File: config.mk
export PLATFORM = sky130hd
export DESIGN_NAME = pcd_receiver
export DESIGN_NICKNAME = d
export VERILOG_FILES = /design/src/rtl/pcd_pkg.sv /design/src/rtl/pcd_link_ctrl.sv /design/src/rtl/pcd_credit.sv /design/src/rtl/pcd_burst_rx.sv /design/src/rtl/pcd_receiver.sv
export SDC_FILE = /design/constraint.sdc
export NUM_CORES = 1
export LEC_CHECK = 0
export ABC_AREA = 0
export BUFFER_PORTS_ARGS = -buffer_cell sky130_fd_sc_hd__buf_2
export CORE_MARGIN = 2
export CORE_UTILIZATION = 30
export CTS_BUF_LIST = sky130_fd_sc_hd__clkbuf_16
export DETAILED_ROUTE_END_ITERATION = 6
export PLACE_DENSITY = 0.62
export SLEW_MARGIN = 5
export SYNTH_ARGS = -nofsm -noshare
export SYNTH_HDL_FRONTEND = slang
export SYNTH_HIERARCHICAL = 1
export SYNTH_SLANG_ARGS = --single-unit
File: constraint.sdc
create_clock -name clk -period 2.59 [get_ports clk]
set_input_delay 0.259 -clock clk [delete_from_list [all_inputs] [get_ports clk]]
set_output_delay 0.259 -clock clk [all_outputs]
set_load 0.02 [all_outputs]
File: src/rtl/pcd_pkg.sv
// Shared types for the parallel channel destination receiver.
package pcd_pkg;
    typedef enum logic {
        LNK_IDLE = 1'b0,
        LNK_UP   = 1'b1
    } lnk_state_t;
endpackage

File: src/rtl/pcd_link_ctrl.sv
// Connection control: decides grants, keeps the I-field word and drops the
// connection on request withdrawal or self-test.
// Assumes the request line is already synchronous to clk.
module pcd_link_ctrl #(
    parameter int DATA_W = 32
) (
    input  logic              clk,
    input  logic              rst_n,
    input  logic              req_i,
    input  logic              accept_en_i,
    input  logic              selftest_i,
    input  logic [DATA_W-1:0] data_i,
    output logic              conn_o,
    output logic              grant_o,
    output logic              live_o,
    output logic              link_o,
    output logic [DATA_W-1:0] ifield_o
);
    import pcd_pkg::*;

    lnk_state_t state_q;

    // Grant only from idle, with host consent and outside self-test.
    always_comb begin
        grant_o = (state_q == LNK_IDLE) && req_i && accept_en_i && !selftest_i;
        conn_o  = (state_q == LNK_UP);
        live_o  = conn_o && req_i && !selftest_i;
        link_o  = !selftest_i;
    end

    // Connection state machine.
    always_ff @(posedge clk) begin
        if (!rst_n) begin
            state_q <= LNK_IDLE;
        end else begin
            case (state_q)
                LNK_IDLE: if (grant_o) state_q <= LNK_UP;
                LNK_UP:   if (!req_i || selftest_i) state_q <= LNK_IDLE;
                default:  state_q <= LNK_IDLE;
            endcase
        end
    end

    // I-field register, loaded at the grant.
    always_ff @(posedge clk) begin
        if (!rst_n) ifield_o <= '0;
        else if (grant_o) ifield_o <= data_i;
    end

    p_no_grant_without_enable_r2: assert property (@(posedge clk) disable iff (!rst_n)
        (!conn_o && !(req_i && accept_en_i)) |=> !conn_o);
    p_drop_on_release_r3: assert property (@(posedge clk) disable iff (!rst_n)
        (conn_o && !req_i) |=> !conn_o);
    p_selftest_blocks_r1: assert property (@(posedge clk) disable iff (!rst_n)
        selftest_i |=> !conn_o);
endmodule

File: src/rtl/pcd_credit.sv
// Credit issue: keeps the count of outstanding burst credits and issues one
// READY pulse per free burst slot, up to a fixed ceiling.
// Assumes fifo_free_i counts free words and is updated by the host.
module pcd_credit #(
    parameter int FREE_W     = 16,
    parameter int SLOT_WORDS = 256,
    parameter int MAX_CREDIT = 63
) (
    input  logic              clk,
    input  logic              rst_n,
    input  logic              live_i,
    input  logic              burst_end_i,
    input  logic [FREE_W-1:0] fifo_free_i,
    output logic              rdy_o
);
    localparam int SLOT_LG = $clog2(SLOT_WORDS);
    localparam int CRED_W  = $clog2(MAX_CREDIT + 1);
    localparam int CMP_W   = (FREE_W > CRED_W) ? FREE_W : CRED_W;

    logic [CRED_W-1:0] cred_q;
    logic [CMP_W-1:0]  slots;
    logic [CMP_W-1:0]  cred_ext;
    logic              issue;
    logic              retire;

    // Decide whether another credit fits under both the room and the ceiling.
    always_comb begin
        slots    = CMP_W'(fifo_free_i >> SLOT_LG);
        cred_ext = CMP_W'(cred_q);
        retire   = burst_end_i && (cred_q != '0);
        issue    = live_i && (cred_q < CRED_W'(MAX_CREDIT)) && (cred_ext < slots);
    end

    // Outstanding count and registered credit pulse.
    always_ff @(posedge clk) begin
        if (!rst_n) begin
            cred_q <= '0;
            rdy_o  <= 1'b0;
        end else if (!live_i) begin
            cred_q <= '0;
            rdy_o  <= 1'b0;
        end else begin
            cred_q <= cred_q + CRED_W'(issue) - CRED_W'(retire);
            rdy_o  <= issue;
        end
    end

    p_cred_cap_r5: assert property (@(posedge clk) disable iff (!rst_n)
        cred_q <= CRED_W'(MAX_CREDIT));
    p_no_pulse_at_cap_r4: assert property (@(posedge clk) disable iff (!rst_n)
        (cred_q == CRED_W'(MAX_CREDIT) && !burst_end_i) |=> !rdy_o);
endmodule

File: src/rtl/pcd_burst_rx.sv
// Burst receiver: writes framed words to the host FIFO, checks byte parity and
// compares the trailing check word with the running XOR of the burst.
// Assumes bursts arrive only inside a packet on a live connection.
module pcd_burst_rx #(
    parameter int DATA_W = 32
) (
    input  logic                  clk,
    input  logic                  rst_n,
    input  logic                  conn_i,
    input  logic                  grant_i,
    input  logic                  pkt_i,
    input  logic                  bst_i,
    input  logic [DATA_W-1:0]     data_i,
    input  logic [DATA_W/8-1:0]   par_i,
    output logic                  burst_end_o,
    output logic                  fifo_wr_o,
    output logic [DATA_W-1:0]     fifo_data_o,
    output logic [DATA_W/8-1:0]   fifo_par_o,
    output logic                  par_err_o,
    output logic                  llrc_err_o
);
    localparam int NB = DATA_W / 8;

    logic              take;
    logic              bst_q;
    logic [NB-1:0]     lane_ok;
    logic [DATA_W-1:0] acc_q;

    // Per-byte odd parity test.
    for (genvar k = 0; k < NB; k++) begin : g_lane
        assign lane_ok[k] = ^{data_i[8*k +: 8], par_i[k]};
    end

    // Capture and end-of-burst qualifiers.
    always_comb begin
        take        = conn_i && pkt_i && bst_i;
        burst_end_o = conn_i && bst_q && !bst_i;
    end

    // FIFO write path.
    always_ff @(posedge clk) begin
        if (!rst_n) begin
            fifo_wr_o   <= 1'b0;
            fifo_data_o <= '0;
            fifo_par_o  <= '0;
        end else begin
            fifo_wr_o <= take;
            if (take) begin
                fifo_data_o <= data_i;
                fifo_par_o  <= par_i;
            end
        end
    end

    // Burst tracking and running check word.
    always_ff @(posedge clk) begin
        if (!rst_n || grant_i) begin
            bst_q <= 1'b0;
            acc_q <= '0;
        end else begin
            bst_q <= take;
            if (burst_end_o) acc_q <= '0;
            else if (take)   acc_q <= acc_q ^ data_i;
        end
    end

    // Sticky error flags, cleared on a new grant.
    always_ff @(posedge clk) begin
        if (!rst_n || grant_i) begin
            par_err_o  <= 1'b0;
            llrc_err_o <= 1'b0;
        end else begin
            if (take && !(&lane_ok)) par_err_o <= 1'b1;
            if (burst_end_o && (acc_q != data_i)) llrc_err_o <= 1'b1;
        end
    end

    p_check_word_not_written_r8: assert property (@(posedge clk) disable iff (!rst_n)
        burst_end_o |=> !fifo_wr_o);
    p_par_sticky_r7: assert property (@(posedge clk) disable iff (!rst_n)
        (par_err_o && !grant_i) |=> par_err_o);
    p_llrc_sticky_r8: assert property (@(posedge clk) disable iff (!rst_n)
        (llrc_err_o && !grant_i) |=> llrc_err_o);
    p_grant_clears_r9: assert property (@(posedge clk) disable iff (!rst_n)
        grant_i |=> (!par_err_o && !llrc_err_o));
endmodule

File: src/rtl/pcd_receiver.sv
// Top of the parallel channel destination receiver: joins connection control,
// credit issue and burst reception.
// Assumes all channel inputs are synchronous to clk.
module pcd_receiver #(
    parameter int DATA_W     = 32,
    parameter int FREE_W     = 16,
    parameter int SLOT_WORDS = 256,
    parameter int MAX_CREDIT = 63
) (
    input  logic                clk,
    input  logic                rst_n,
    input  logic                req_i,
    input  logic                pkt_i,
    input  logic                bst_i,
    input  logic [DATA_W-1:0]   data_i,
    input  logic [DATA_W/8-1:0] par_i,
    input  logic                accept_en_i,
    input  logic                selftest_i,
    input  logic [FREE_W-1:0]   fifo_free_i,
    output logic                conn_o,
    output logic                rdy_o,
    output logic                link_o,
    output logic [DATA_W-1:0]   ifield_o,
    output logic                fifo_wr_o,
    output logic [DATA_W-1:0]   fifo_data_o,
    output logic [DATA_W/8-1:0] fifo_par_o,
    output logic                par_err_o,
    output logic                llrc_err_o
);
    logic grant;
    logic live;
    logic burst_end;

    pcd_link_ctrl #(.DATA_W(DATA_W)) u_link (
        .clk(clk), .rst_n(rst_n), .req_i(req_i), .accept_en_i(accept_en_i),
        .selftest_i(selftest_i), .data_i(data_i), .conn_o(conn_o),
        .grant_o(grant), .live_o(live), .link_o(link_o), .ifield_o(ifield_o)
    );

    pcd_credit #(.FREE_W(FREE_W), .SLOT_WORDS(SLOT_WORDS), .MAX_CREDIT(MAX_CREDIT)) u_credit (
        .clk(clk), .rst_n(rst_n), .live_i(live), .burst_end_i(burst_end),
        .fifo_free_i(fifo_free_i), .rdy_o(rdy_o)
    );

    pcd_burst_rx #(.DATA_W(DATA_W)) u_burst (
        .clk(clk), .rst_n(rst_n), .conn_i(conn_o), .grant_i(grant),
        .pkt_i(pkt_i), .bst_i(bst_i), .data_i(data_i), .par_i(par_i),
        .burst_end_o(burst_end), .fifo_wr_o(fifo_wr_o), .fifo_data_o(fifo_data_o),
        .fifo_par_o(fifo_par_o), .par_err_o(par_err_o), .llrc_err_o(llrc_err_o)
    );

    p_credit_only_connected_r4: assert property (@(posedge clk) disable iff (!rst_n)
        rdy_o |-> conn_o);
    p_write_only_connected_r6: assert property (@(posedge clk) disable iff (!rst_n)
        fifo_wr_o |-> $past(conn_o));
endmodule

==> results.sh <==
export IMPL_outcome="completed"
export IMPL_clock_sinks=112
export IMPL_vdd_ir_drop_max_mv=0.290
export IMPL_p_total_w=0.00342
export IMPL_pre_cts_ws_ns=-0.108
export IMPL_synth_area_leaders="dfxtp_1 (44%), xor2_1 (12%), nand2_1 (10%), mux2i_1 (6.2%), a21boi_0 (5.2%)"
export IMPL_finalWorstSetupSlack_ns=0.0881
export IMPL_fillers=1780
export IMPL_finalNonFillerCells=906
export IMPL_worstPathCellList="ha_4 > nand2_1 > nor4_1 > a21o_1 > ha_1 > inv_1 > ha_2 > inv_2 > fa_2 > nand2b_4 > a21oi_2 > nor3_1 > nor3_1"
export IMPL_drv_slew=0
export IMPL_crit_family="adder cells"
export IMPL_hold_viol=0
export IMPL_ys_ff_latch=112
export IMPL_ys_async_sr_fraction_pct=0
export IMPL_cts_buffers=9
export IMPL_max_stage_delay_ns=0.36
export IMPL_hold_slack_ns=0.178
export IMPL_synth_edf_count=0
export IMPL_drc=0
export IMPL_mostFrequentLayoutCell="nand2_1"
export IMPL_clk_latency_ns=0.35
export IMPL_row_count=47
export IMPL_ant_nets=0
export IMPL_slew_headroom_pct=53.8
export IMPL_die_h_um=135
export IMPL_synth_top_area_share_pct=43.5
export IMPL_overflow=0
export IMPL_p_leak_nw=2.75
export IMPL_drt_pass1_iter_count=4
export IMPL_synth_cell_area_mm2=0.00515
export IMPL_crit_path_max_fanout=3
export IMPL_setup_viol=0
export IMPL_clk_pin_slew_ns=0.07
export IMPL_grt_usage_pct=14.3
export IMPL_post_route_util_pct=37.5
export IMPL_min_path_type="in -> reg"
export IMPL_period_needed_ns=2.50
export IMPL_fin_crit_sh_pct=96.6
export IMPL_initial_utilization_pct=30.9
export IMPL_cts_tree="yes"
export IMPL_via_per_inst=4.42
export IMPL_antenna_found_initial=0
export IMPL_ys_seq_area_share_pct=43.5
export IMPL_clockRootBuffer="clkbuf_16"
export IMPL_cts_path_max_buffers=2
export IMPL_routed_wirelength_mm=12.8
export IMPL_final_cell_mix="nand2_1 (140), buf_2 (123), dfxtp_1 (109)"
export IMPL_synth_area_per_cell_um2=9.14
export IMPL_syn2layout_area_growth_pct=21.4
export IMPL_core_mm2=0.0167
export IMPL_synth_cells=564
export IMPL_synth_fp_nets=639
export IMPL_dp_hpwl_mm=9.12
export IMPL_clock_skew_ns=0.00626
export IMPL_first_global_vias=3916
export IMPL_dp_cells=889
export IMPL_num_vias=4009
export IMPL_num_io_pins=133
export IMPL_max_freq_ghz=0.400
export IMPL_yosysWarnings=6
export IMPL_required_ns=2.86
export IMPL_wl_per_cell_um=14.1
export IMPL_dieWidth_um=135
export IMPL_postCtsSetupBuffers=0
export IMPL_crit_path_top_delay_cell="dfxtp_4"
export IMPL_end_kind="flip-flop"
export IMPL_design_die_area_mm2=0.0182
export IMPL_portBuffers=124
export IMPL_worst_slew_pin_slew_ns=0.693
export IMPL_path_buf_inv=2
export IMPL_path_class="reg -> reg"
export IMPL_grt_max_degree=61
export IMPL_nets=755
export IMPL_path_common_cell="nor3_1"
export IMPL_synth_ff_type="dfxtp_1"
export IMPL_timing_max_cap_violations=0
export IMPL_power_density_mw_per_mm2=546
export IMPL_yosysTopAreaCell="dfxtp_1"
export IMPL_cts_htree_levels=3
export IMPL_drt_iter0_drc=136
export IMPL_cp_start_kind="flip-flop"
export IMPL_rsz0062_at_grt="true"
export IMPL_worstPathArrival_ns=2.77
export IMPL_synth_cell_types=39
export IMPL_drive_above_1_share_pct=23.4
export IMPL_routabilityCongestion=0.757
export IMPL_grt_pass1_wl_mm=20.3
[sequential cells by signal (all words and copies together), names as in the netlist]
register,flops
u_burst/fifo_data_o,32
u_burst/par_err_o,1
u_credit/cred_q,6
u_burst/bst_q,1
u_burst/acc_q,32
u_burst/llrc_err_o,1
u_link/conn_o,1
u_burst/fifo_wr_o,1
u_link/ifield_o,32
u_credit/rdy_o,1
u_burst/fifo_par_o,4
[synthesized netlist by cell type, types with 3 or more instances]
| library cell | instances |
|---|---|
| xnor3_1 | 4 |
| nand4_1 | 3 |
| inv_1 | 21 |
| ha_1 | 15 |
| o21ai_0 | 4 |
| buf_12 | 3 |
| clkbuf_1 | 14 |
| a21oi_1 | 4 |
| a21boi_0 | 36 |
| nand2_1 | 140 |
| dfxtp_1 | 112 |
| nor2_1 | 38 |
| buf_2 | 8 |
| xor2_1 | 69 |
| mux2i_1 | 32 |
| xnor2_1 | 20 |
| nor4_1 | 12 |
[layer usage]
metal	wire length [um]	GRT usage, %	up-vias
met1	6160	18.9	1827
met3	737	3.68	13
met5	0	0	-
met2	5690	22.9	105
li1	-	-	2064
met4	175	4.51	0
[logic make-up (layout without fill, tap and decap cells)]
| group | count (synthesis) | after routing | share of synthesized area (%) |
|---|---|---|---|
| buf+inv | 47 | 168 | 4.71 |
| xor+xnor | 93 | 93 | 16.9 |
| fa+ha+maj | 16 | 16 | 4.03 |
| mux | 32 | 32 | 6.22 |
| other cells | 0 | 1 | 0 |
| simple gates | 211 | 211 | 17.2 |
| compound gates | 53 | 53 | 7.43 |
| flops | 112 | 112 | 43.5 |
[worst register-to-register path, stage by stage (launching register included)]
cell,delay (ns)
dfxtp_4,0.36
ha_4,0.27
nand2_1,0.04
nor4_1,0.21
a21o_1,0.18
ha_1,0.23
inv_1,0.06
ha_2,0.18
inv_2,0.04
fa_2,0.34
nand2b_4,0.16
a21oi_2,0.15
nor3_1,0.06
nor3_1,0.16
[worst paths after layout]
| kind | cells after the start | slack [ns] | startpoint | endpoint |
|---|---|---|---|---|
| worst min register to register | 2 | 0.45 | u_link/ifield_o[17] | u_link/ifield_o[17] |
| worst max register to register | 13 | 0.09 | u_credit/cred_q[5] | u_credit/cred_q[4] |
| worst max-delay path | 13 | 0.09 | u_credit/cred_q[5] | u_credit/cred_q[4] |
| worst min-delay path | 3 | 0.18 | par_i[0] | u_burst/fifo_par_o[0] |
[what timing repair did]
item / CTS / global route
endpoints found under the hold margin: 0 / 0
endpoints found under the setup margin: 1 / 2
pin swaps: 0 / 1
hold buffers: 0 / 0
gates resized for setup: 3 / 12
[where the power goes]
group	total (W)	leakage [nW]	internal [W]	switching (W)
logic	0.000388	1.73	0.000168	0.000220
registers	0.00176	0.907	0.00175	0.0000132
clock network	0.00127	0.122	0.000642	0.000629
total	0.00342	2.75	0.00256	0.000862
[layout make-up]
class	instances	area, um2	area share, %
Antenna cell	1	2.50	0.0400
Clock buffer	9	225	3.60
Clock inverter	7	38.8	0.620
Inverter	21	78.8	1.26
Multi-Input combinational cell	405	2710	43.4
Sequential cell	112	2250	35.9
Tap cell	220	275	4.40
Timing Repair Buffer	131	676	10.8
[stage by stage]
| stage | setup TNS, ns | cell area (um2) |
|---|---|---|
| 4_1_cts | 0 | 6220 |
| 3_3_place_gp | -0.0801 | 5940 |
| 6_report | 0 | 6260 |
| 3_5_place_dp | -0.108 | 5940 |
| 2_1_floorplan | 0 | 5150 |
| 5_1_grt | -0.0563 | 6260 |
Power figures use the tool's default switching activity.
